`src/rtl/ctrperm_pkg.sv`:
```
package ctrperm_pkg;

  typedef enum logic [1:0] {
    PRIV_U   = 2'b00,
    PRIV_S   = 2'b01,
    PRIV_RSV = 2'b10,
    PRIV_M   = 2'b11
  } priv_e;

  typedef enum logic [1:0] {
    VERD_NONE = 2'd0,
    VERD_ILL  = 2'd1,
    VERD_VIRT = 2'd2
  } verdict_e;

  typedef struct packed {
    logic     na;
    verdict_e verdict;
  } result_t;

endpackage

```
`src/rtl/ctrperm_decode.sv`:
```
module ctrperm_decode #(
  parameter int ADDR_W  = 12,
  parameter int IDX_W   = 5,
  parameter int LO_BASE = 12'hC00,
  parameter int HI_BASE = 12'hC80
) (
  input  logic [ADDR_W-1:0]   addr_i,
  input  logic [(1<<IDX_W)-1:0] men_i,
  input  logic [(1<<IDX_W)-1:0] hen_i,
  input  logic [(1<<IDX_W)-1:0] sen_i,
  output logic                hit_o,
  output logic                m_bit_o,
  output logic                h_bit_o,
  output logic                s_bit_o
);
  localparam int TAG_W = ADDR_W - IDX_W;
  localparam logic [ADDR_W-1:0] LO_A = ADDR_W'(LO_BASE);
  localparam logic [ADDR_W-1:0] HI_A = ADDR_W'(HI_BASE);
  localparam logic [TAG_W-1:0]  LO_TAG = LO_A[ADDR_W-1:IDX_W];
  localparam logic [TAG_W-1:0]  HI_TAG = HI_A[ADDR_W-1:IDX_W];

  logic [TAG_W-1:0] tag;
  logic [IDX_W-1:0] idx;

  always_comb begin
    tag     = addr_i[ADDR_W-1:IDX_W];
    idx     = addr_i[IDX_W-1:0];
    hit_o   = (tag == LO_TAG) || (tag == HI_TAG);
    m_bit_o = men_i[idx];
    h_bit_o = hen_i[idx];
    s_bit_o = sen_i[idx];
  end
endmodule

```
`src/rtl/ctrperm_policy.sv`:
```
module ctrperm_policy
  import ctrperm_pkg::*;
(
  input  priv_e   priv_i,
  input  logic    virt_i,
  input  logic    s_present_i,
  input  logic    hit_i,
  input  logic    m_bit_i,
  input  logic    h_bit_i,
  input  logic    s_bit_i,
  output result_t res_o
);
  logic below_m, is_user, virt_eff;

  always_comb begin
    below_m  = (priv_i != PRIV_M);
    is_user  = (priv_i == PRIV_U);
    virt_eff = virt_i && below_m;
    res_o.na      = !hit_i;
    res_o.verdict = VERD_NONE;
    if (hit_i) begin
      if (below_m && !m_bit_i) begin
        res_o.verdict = VERD_ILL;
      end else if (virt_eff && (!h_bit_i || (is_user && !s_bit_i))) begin
        res_o.verdict = VERD_VIRT;
      end else if (s_present_i && is_user && !s_bit_i) begin
        res_o.verdict = VERD_ILL;
      end
    end
  end
endmodule

```
`src/rtl/ctrperm_stage.sv`:
```
module ctrperm_stage
  import ctrperm_pkg::*;
#(
  parameter bit REGISTERED = 1'b1
) (
  input  logic    clk,
  input  logic    rst_n,
  input  logic    valid_i,
  input  result_t res_i,
  output result_t res_o,
  output logic    valid_o
);
  generate
    if (REGISTERED) begin : g_reg
      result_t res_d, res_q;
      logic    vld_q;

      always_comb begin
        res_d = res_q;
        if (valid_i) res_d = res_i;
      end

      always_ff @(posedge clk or negedge rst_n) begin
        if (!rst_n) begin
          res_q <= '{na: 1'b0, verdict: VERD_NONE};
          vld_q <= 1'b0;
        end else begin
          res_q <= res_d;
          vld_q <= valid_i;
        end
      end

      assign res_o   = res_q;
      assign valid_o = vld_q;
    end else begin : g_comb
      logic unused_clk;
      assign unused_clk = clk ^ rst_n;
      assign res_o   = res_i;
      assign valid_o = valid_i;
    end
  endgenerate
endmodule

```
`src/rtl/ctrperm.sv`:
```
module ctrperm
  import ctrperm_pkg::*;
#(
  parameter int ADDR_W     = 12,
  parameter int IDX_W      = 5,
  parameter int LO_BASE    = 12'hC00,
  parameter int HI_BASE    = 12'hC80,
  parameter bit REGISTERED = 1'b1
) (
  input  logic                  clk,
  input  logic                  rst_n,
  input  logic                  req_valid_i,
  input  logic [1:0]            priv_i,
  input  logic                  virt_i,
  input  logic                  s_present_i,
  input  logic [ADDR_W-1:0]     csr_addr_i,
  input  logic [(1<<IDX_W)-1:0] men_i,
  input  logic [(1<<IDX_W)-1:0] hen_i,
  input  logic [(1<<IDX_W)-1:0] sen_i,
  output logic [1:0]            verdict_o,
  output logic                  na_o,
  output logic                  verdict_valid_o
);
  logic    hit, m_bit, h_bit, s_bit;
  result_t res_c, res_r;

  ctrperm_decode #(
    .ADDR_W(ADDR_W), .IDX_W(IDX_W), .LO_BASE(LO_BASE), .HI_BASE(HI_BASE)
  ) u_decode (
    .addr_i (csr_addr_i),
    .men_i  (men_i),
    .hen_i  (hen_i),
    .sen_i  (sen_i),
    .hit_o  (hit),
    .m_bit_o(m_bit),
    .h_bit_o(h_bit),
    .s_bit_o(s_bit)
  );

  ctrperm_policy u_policy (
    .priv_i     (priv_e'(priv_i)),
    .virt_i     (virt_i),
    .s_present_i(s_present_i),
    .hit_i      (hit),
    .m_bit_i    (m_bit),
    .h_bit_i    (h_bit),
    .s_bit_i    (s_bit),
    .res_o      (res_c)
  );

  ctrperm_stage #(.REGISTERED(REGISTERED)) u_stage (
    .clk    (clk),
    .rst_n  (rst_n),
    .valid_i(req_valid_i),
    .res_i  (res_c),
    .res_o  (res_r),
    .valid_o(verdict_valid_o)
  );

  assign verdict_o = res_r.verdict;
  assign na_o      = res_r.na;
endmodule

```
`config.mk`:
```
export PLATFORM = sky130hd
export DESIGN_NAME = ctrperm
export DESIGN_NICKNAME = d
export VERILOG_FILES = /design/src/rtl/ctrperm_pkg.sv /design/src/rtl/ctrperm_decode.sv /design/src/rtl/ctrperm_policy.sv /design/src/rtl/ctrperm_stage.sv /design/src/rtl/ctrperm.sv
export SDC_FILE = /design/constraint.sdc
export NUM_CORES = 1
export LEC_CHECK = 0
export CORE_ASPECT_RATIO = 2
export CORE_MARGIN = 2
export CORE_UTILIZATION = 24
export CTS_CLUSTER_DIAMETER = 30
export DETAILED_ROUTE_END_ITERATION = 10
export PLACE_DENSITY = 0.9
export SLEW_MARGIN = 20
export SYNTH_ARGS = -nofsm -noshare
export SYNTH_HDL_FRONTEND = slang
export SYNTH_HIERARCHICAL = 1
export SYNTH_SLANG_ARGS = --single-unit
```
`constraint.sdc`:
```
create_clock -name clk -period 0.8 [get_ports clk]
set_input_delay 0.08 -clock clk [delete_from_list [all_inputs] [get_ports clk]]
set_output_delay 0.08 -clock clk [all_outputs]
set_load 0.01 [all_outputs]
```
# After elaboration in Yosys (flattened, before gate mapping)
# Cells that the tools add are included.
# totals
register_bits	4
latchBits	0
mem_bits_rw	0
romBits	0
inputBits	115
output_inout_bits	4
elab_cells	30
n_memories	0
# op_classes
add_sub_neg	0
multipliers	0
div_mod_pow	0
magnitude_cmp	1
eq_ne	3
shifts	0
n_mux	10
bitwise	0
n_reduce_logical	13
# ops
cell	n
1-bit binary-select mux with 5-bit select	3
7-bit equality test (second input constant)	2
1-bit logical AND	6
5-bit by 6-bit < comparator with 1-bit output (second input constant)	1
2-bit 2-to-1 mux	3
1-bit zero test	4
1-bit 2-to-1 mux	4
2-bit zero test	1
1-bit logical OR	2
2-bit != test (second input constant)	1

# Longest topological paths before layout
# Gate-level depths: netlist (run 1).
# depth
ltp_word	9
ltp_mapped	8
mapped_depth_nobuf	6

# Modules after synthesis
# The synthesis (run 1) kept the hierarchy.
# by_module_without_submodules
mod	n_inst	cells_per_inst	area_per_inst_um2	seq_area_each_um2
ctrperm_decode	1	42	782.0	0.0
ctrperm_stage	1	7	133.9	100.1
ctrperm_policy	1	9	56.3	0.0

# Worst setup path before layout (run 1)
# No wires, ideal clock.
# synth_path
path_type	in2reg
from	in csr_addr_i[2]
to	reg u_stage.g_reg.res_q, in the netlist u_stage/res_o[1]
setup_ps	64
arrival_ps	2185
required_time_ps	736
slack_ps	-1449
cell_stages	8
n_path_buf	2
cell_sequence	clkbuf_1 clkbuf_1 mux4_2 mux4_2 mux2_2 nor3_1 o2111a_1 mux2_2
# synth_lines
element	line_no	source
start, declared	ctrperm.sv:16	input logic [ADDR_W-1:0] csr_addr_i,
end signal, assigned	ctrperm_stage.sv:25	res_q <= '{na: 1'b0, verdict: VERD_NONE};
end signal, assigned	ctrperm_stage.sv:28	res_q <= res_d;
end, declared	ctrperm_stage.sv:15	result_t res_d, res_q;

==> run metrics, run 1 <==
RSZ-0062 raised after global routing true; Die H 94.0 microns; R2R cell count 2; layout cells sized above 1 36.4%; status complete, but fails checks; CP max FO 6; kind of critical path in2reg; all-layer global routing usage 19.1%; Post-DRT Antenna Nets 0; fin area 2290 sq um; IO Port Bufs 117; combinational share of power 60.4%; Max Cap Viol 0; synth top area cells mux4_2 (65%), dfrtp_1 (10%), mux2_2 (6.9%), mux4_1 (5.4%), buf_6 (3.5%); Max Buffers Root-to-Sink 2; drt pass-1 iters 4; Via Count 1,179; Netlist cell types 15; crit path to u_stage/res_o[1]; I/O pin count 119; final hold viol count 0; Power Density 713 nW/um^2; part of the cycle the worst path needs 235%; placed inst area 2270 sq um; Seq cells post-synth 4; P&R area growth vs syn 136%; WL/cell 17.4 microns; Die Area 4610 sq um; failing checks negative setup slack; hpwl dp 3540 microns; Max Clock Skew 0 ns; cells after synthesis 58; setup TNS -2.24 ns; cell-internal power 0.00123 W; routed vias/inst 5.02; Mapped Avg Cell Area 16.8 sq um; total CTS buffers 3; LEAKAGE 1.04 nW; number of global-route vias before repair 1,431; diode count 0; Max Transition Viols Final 0; post-synth top area share 64.9%; fin crit period 1.88 ns; power share of the clock group 26.8%; Worst Setup End Kind register; core area 3880 sq um; clk sink count 4; largest net degree at the start of global routing 7; Hold-fix buffers, CTS 0; number of remaining DRC errors 0; initial antenna violation count 0; Placer Congestion 0.789; crit path launch type input port; Post-Synthesis Net Count 173; Hold Path Class in2async; synthesized cell area 972 sq um; H-tree levels 1; root buffer cell clkbuf_8; post-synthesis sequential area ratio 10.3%; reg2reg end u_stage/res_o[1]; FF-to-FF setup slack -0.07 ns; arrival time worst endpoint 1.99 ns; Yosys top cell by area mux4_2; switching share of total power 24.5%; Final WS setup -1.08 ns; critical path data required time 0.90 ns; TritonCTS clock tree done; Die Wd 49.0 microns; most common cell after layout, fill and taps aside dlygate4sd2_1; Hold WS 0.0598 ns; Detailed Route WL 4090 microns; remaining global-route overflow 0; Flop pwr share 12.8%; peak supply drop 0.452 mV; clk_lat worst skew 0.22 ns; Slew @ Worst Pin 0.265 ns; post-CTS setup buffer count 0; global-route wire length before repair 6630 microns; commonest cells after routing, fill and taps aside dlygate4sd2_1 (99), mux4_2 (30), clkdlybuf4s50_1 (8); Ys Warns 6; max frequency 531 MHz; Initial DRC Count 13; Finish-stage setup viols 6; Worst R2R Start u_stage/res_o[1]; relative slew slack 82.3%; Starting Density 25.0%; crit path from csr_addr_i[1]; FP Rows 32; Reg clk slew, reported paths 0.03 ns; fin nets 301; P_sw 0.000399 W
## cells by family after synthesis
family / Yosys count / synth area share [%]
multiplexers: 36 / 77.2
buffers and inverters: 9 / 5.79
AND/OR/NAND/NOR: 5 / 3.35
AO/OA/AOI/OAI: 4 / 3.35
flip-flops: 4 / 10.3
## metrics by stage
stage	cells	setup slack [ns]	util, %	power, W
floorplan	58	-1.24	-	0.000658
global placement	228	-1.59	58.4	0.00128
detailed placement	228	-1.61	58.4	0.00130
CTS	235	-1.10	59.0	0.00165
global route	235	-1.13	59.0	0.00173
finish	235	-1.08	59.0	0.00163
## Yosys cell counts
cell type / instances
nor3b_1: 1
inv_1: 2
mux2_2: 6
a21oi_1: 1
nand4bb_1: 1
mux4_2: 28
o21ai_0: 1
dfrtp_1: 4
o2111a_1: 2
clkbuf_1: 3
buf_1: 1
buf_6: 3
nor3_1: 2
nand2_1: 1
mux4_1: 2
## worst max-delay path, stage by stage
cell,delay (ns)
buf_12,0.11
buf_12,0.13
mux4_2,0.51
mux4_2,0.48
mux2_4,0.30
o2111a_1,0.12
mux2_4,0.25
## repair_timing
action / in CTS / in global routing
pin swaps: 5 / 3
setup endpoints to repair: 7 / 7
endpoints found under the hold margin: 0 / 0
gates cloned: 4 / 0
resized for setup: 151 / 0
## worst min path at each step
stage | end | start | cells past startpoint
after floorplan | u_stage/res_o[0] | rst_n | 0
after global placement | u_stage/valid_o | rst_n | 1
after detailed placement | u_stage/res_o[2] | rst_n | 1
after CTS | u_stage/res_o[1] | rst_n | 1
after global routing | u_stage/res_o[2] | rst_n | 1
final | u_stage/res_o[1] | rst_n | 1
## power by group through the flow
stage	sequential, W	clock [W]	combinational [W]
floorplan	0.000213	0	0.000445
detailed placement	0.000211	0	0.00109
global route	0.000209	0.000465	0.00106
finish	0.000209	0.000438	0.000987
CTS	0.000209	0.000444	0.00100
global placement	0.000211	0	0.00107
## metal layers
layer / vias to the layer above / track usage, % / part of all wire, %
met5: - / 0 / 0
met4: 0 / 6.90 / 2.1
met3: 8 / 5.10 / 10
met2: 96 / 38.0 / 57
met1: 546 / 17.8 / 31
li1: 529 / - / -
## state kept, by name (all words and copies together) (netlist names)
name             flops
u_stage/res_o        3
u_stage/valid_o      1
## layout make-up
| class | instances | area, sq um |
|---|---|---|
| Fill cell | 357 | 1590 |
| Clock buffer | 3 | 41.3 |
| Inverter | 2 | 7.51 |
| Tap cell | 51 | 63.8 |
| Sequential cell | 4 | 100 |
| Multi-Input combinational cell | 45 | 871 |
| Timing Repair Buffer | 130 | 1210 |
Note: power is estimated with default switching activity, not from simulation.
==> run 2: changes to the inputs <==
--- a/config.mk
+++ b/config.mk
@@ -6,11 +6,11 @@
 export NUM_CORES = 1
 export LEC_CHECK = 0
 export CORE_ASPECT_RATIO = 2
-export CORE_MARGIN = 2
 export CORE_UTILIZATION = 24
 export CTS_CLUSTER_DIAMETER = 30
 export DETAILED_ROUTE_END_ITERATION = 10
 export PLACE_DENSITY = 0.9
+export SETUP_SLACK_MARGIN = 0.15
 export SLEW_MARGIN = 20
 export SYNTH_ARGS = -nofsm -noshare
 export SYNTH_HDL_FRONTEND = slang
==> run metrics, run 2 (synthesis gave the netlist of run 1 again) <==
status complete, but fails checks; failing checks negative setup slack; peak supply drop 0.384 mV; hpwl dp 3480 microns; global-route wire length before repair 5900 microns; drt pass-1 iters 2; Power Density 715 nW/um^2; grt peak-use layer met2; layout cells sized above 1 34.8%; Core Util, Final 57.9%; final hold viol count 0; Final WS setup -1.08 ns; Largest register FFs 3; LEAKAGE 1.02 nW; Reg clk slew, reported paths 0.03 ns; Worst R2R Start u_stage/res_o[1]; Post-DRT Antenna Nets 0; Die Area 4320 sq um; most common cell after layout, fill and taps aside dlygate4sd2_1; arrival time worst endpoint 2.04 ns; CP max FO 6; GR Util met2 35.9%; total CTS buffers 3; Die H 92.0 microns; reg2reg end u_stage/res_o[1]; met1 GRT Util 19.5%; root buffer cell clkbuf_8; clk sink count 4; fin nets 298; part of the cycle the worst path needs 235%; diode count 0; largest net degree at the start of global routing 13; H-tree levels 1; number of remaining DRC errors 0; Hold WS 0.0651 ns; Starting Density 25.0%; fin crit period 1.88 ns; critical path data required time 0.96 ns; Die Wd 47.0 microns; Slew @ Worst Pin 0.228 ns; Max Buffers Root-to-Sink 2; FF-to-FF setup slack 0.04 ns; I/O pin count 119; Via Count 1,165; routed vias/inst 5.02; WL/cell 17.7 microns; TritonCTS clock tree done; commonest cells after routing, fill and taps aside dlygate4sd2_1 (99), mux4_2 (30), clkdlybuf4s50_1 (8); number of global-route vias before repair 1,380; P&R area growth vs syn 131%; FP Rows 32; Detailed Route WL 4110 microns; Hold Path Class in2async; Max Cap Viol 0; Max Clock Skew 0 ns; max frequency 531 MHz; Max Transition Viols Final 0; RSZ-0062 raised after global routing true; crit path launch type input port; Worst Setup End Kind register; core area 3880 sq um; IO Port Bufs 117; Finish-stage setup viols 4; Fill cells 370; all-layer global routing usage 19.1%; remaining global-route overflow 0; clk_lat worst skew 0.22 ns; kind of critical path in2reg; R2R cell count 1; initial antenna violation count 0; relative slew slack 84.7%; Placer Congestion 0.807; met3 GRT Util 2.56%; Initial DRC Count 3
[run 2: changes by cell type in the layout (fill, tap and decap cells not counted), sizes merged]
cell / delta
clkbuf: +1
buf: -4
[run 2: metrics by stage]
step | worst slack (ns) | cells | TNS (ns) | total power, W | cell area (sq um)
after floorplan | -1.24 | 58 | -2.48 | 0.000658 | 1020
after global placement | -1.56 | 225 | -4.12 | 0.00127 | 2250
after detailed placement | -1.61 | 225 | -4.33 | 0.00130 | 2250
after CTS | -1.12 | 231 | -2.30 | 0.00161 | 2220
after global routing | -1.13 | 232 | -2.36 | 0.00169 | 2250
final | -1.08 | 232 | -2.18 | 0.00161 | 2250
[run 2: report_power, final]
part	internal, W	switching (W)
clock network	0.000321	0.000104
registers	0.000207	0.00000100
logic	0.000695	0.000281
[run 2: layer usage]
layer,share of wire [%],up-vias
li1,-,521
met1,32,545
met2,58,95
met3,8.7,4
met4,1.0,0
met5,0,-
[run 2: how the worst max path moves through the flow]
stage                        to           from  slack [ns]  cells after the start
2_1_floorplan  u_stage/res_o[1]  csr_addr_i[1]       -1.24                      7
5_1_grt        u_stage/res_o[0]  csr_addr_i[1]       -1.13                      8
6_report       u_stage/res_o[0]  csr_addr_i[1]       -1.08                      8
3_3_place_gp   u_stage/res_o[0]  csr_addr_i[2]       -1.56                      8
3_5_place_dp   u_stage/res_o[0]  csr_addr_i[2]       -1.61                      8
4_1_cts        u_stage/res_o[0]  csr_addr_i[1]       -1.12                      8
[run 2: layout make-up]
class | instances | area, sq um | share of cell area (%)
Clock buffer | 3 | 41.3 | 1.84
Inverter | 2 | 7.51 | 0.334
Multi-Input combinational cell | 45 | 848 | 37.7
Sequential cell | 4 | 100 | 4.45
Tap cell | 51 | 63.8 | 2.84
Timing Repair Buffer | 127 | 1190 | 52.8
[run 2: worst max-delay path, stage by stage]
cell and delay, ns:
buf_12 0.10, buf_12 0.12, mux4_2 0.51, mux4_2 0.49
mux2_4 0.29, o21ai_2 0.11, o2111a_1 0.19, mux2_4 0.14
[run 2: timing repair]
item,in CTS,in global routing
setup endpoints to repair,7,7
buffers inserted,0,0
resized for setup,146,1
hold endpoints to repair,0,0
pin swaps,5,4
gates cloned,3,1
hold buffers,0,0
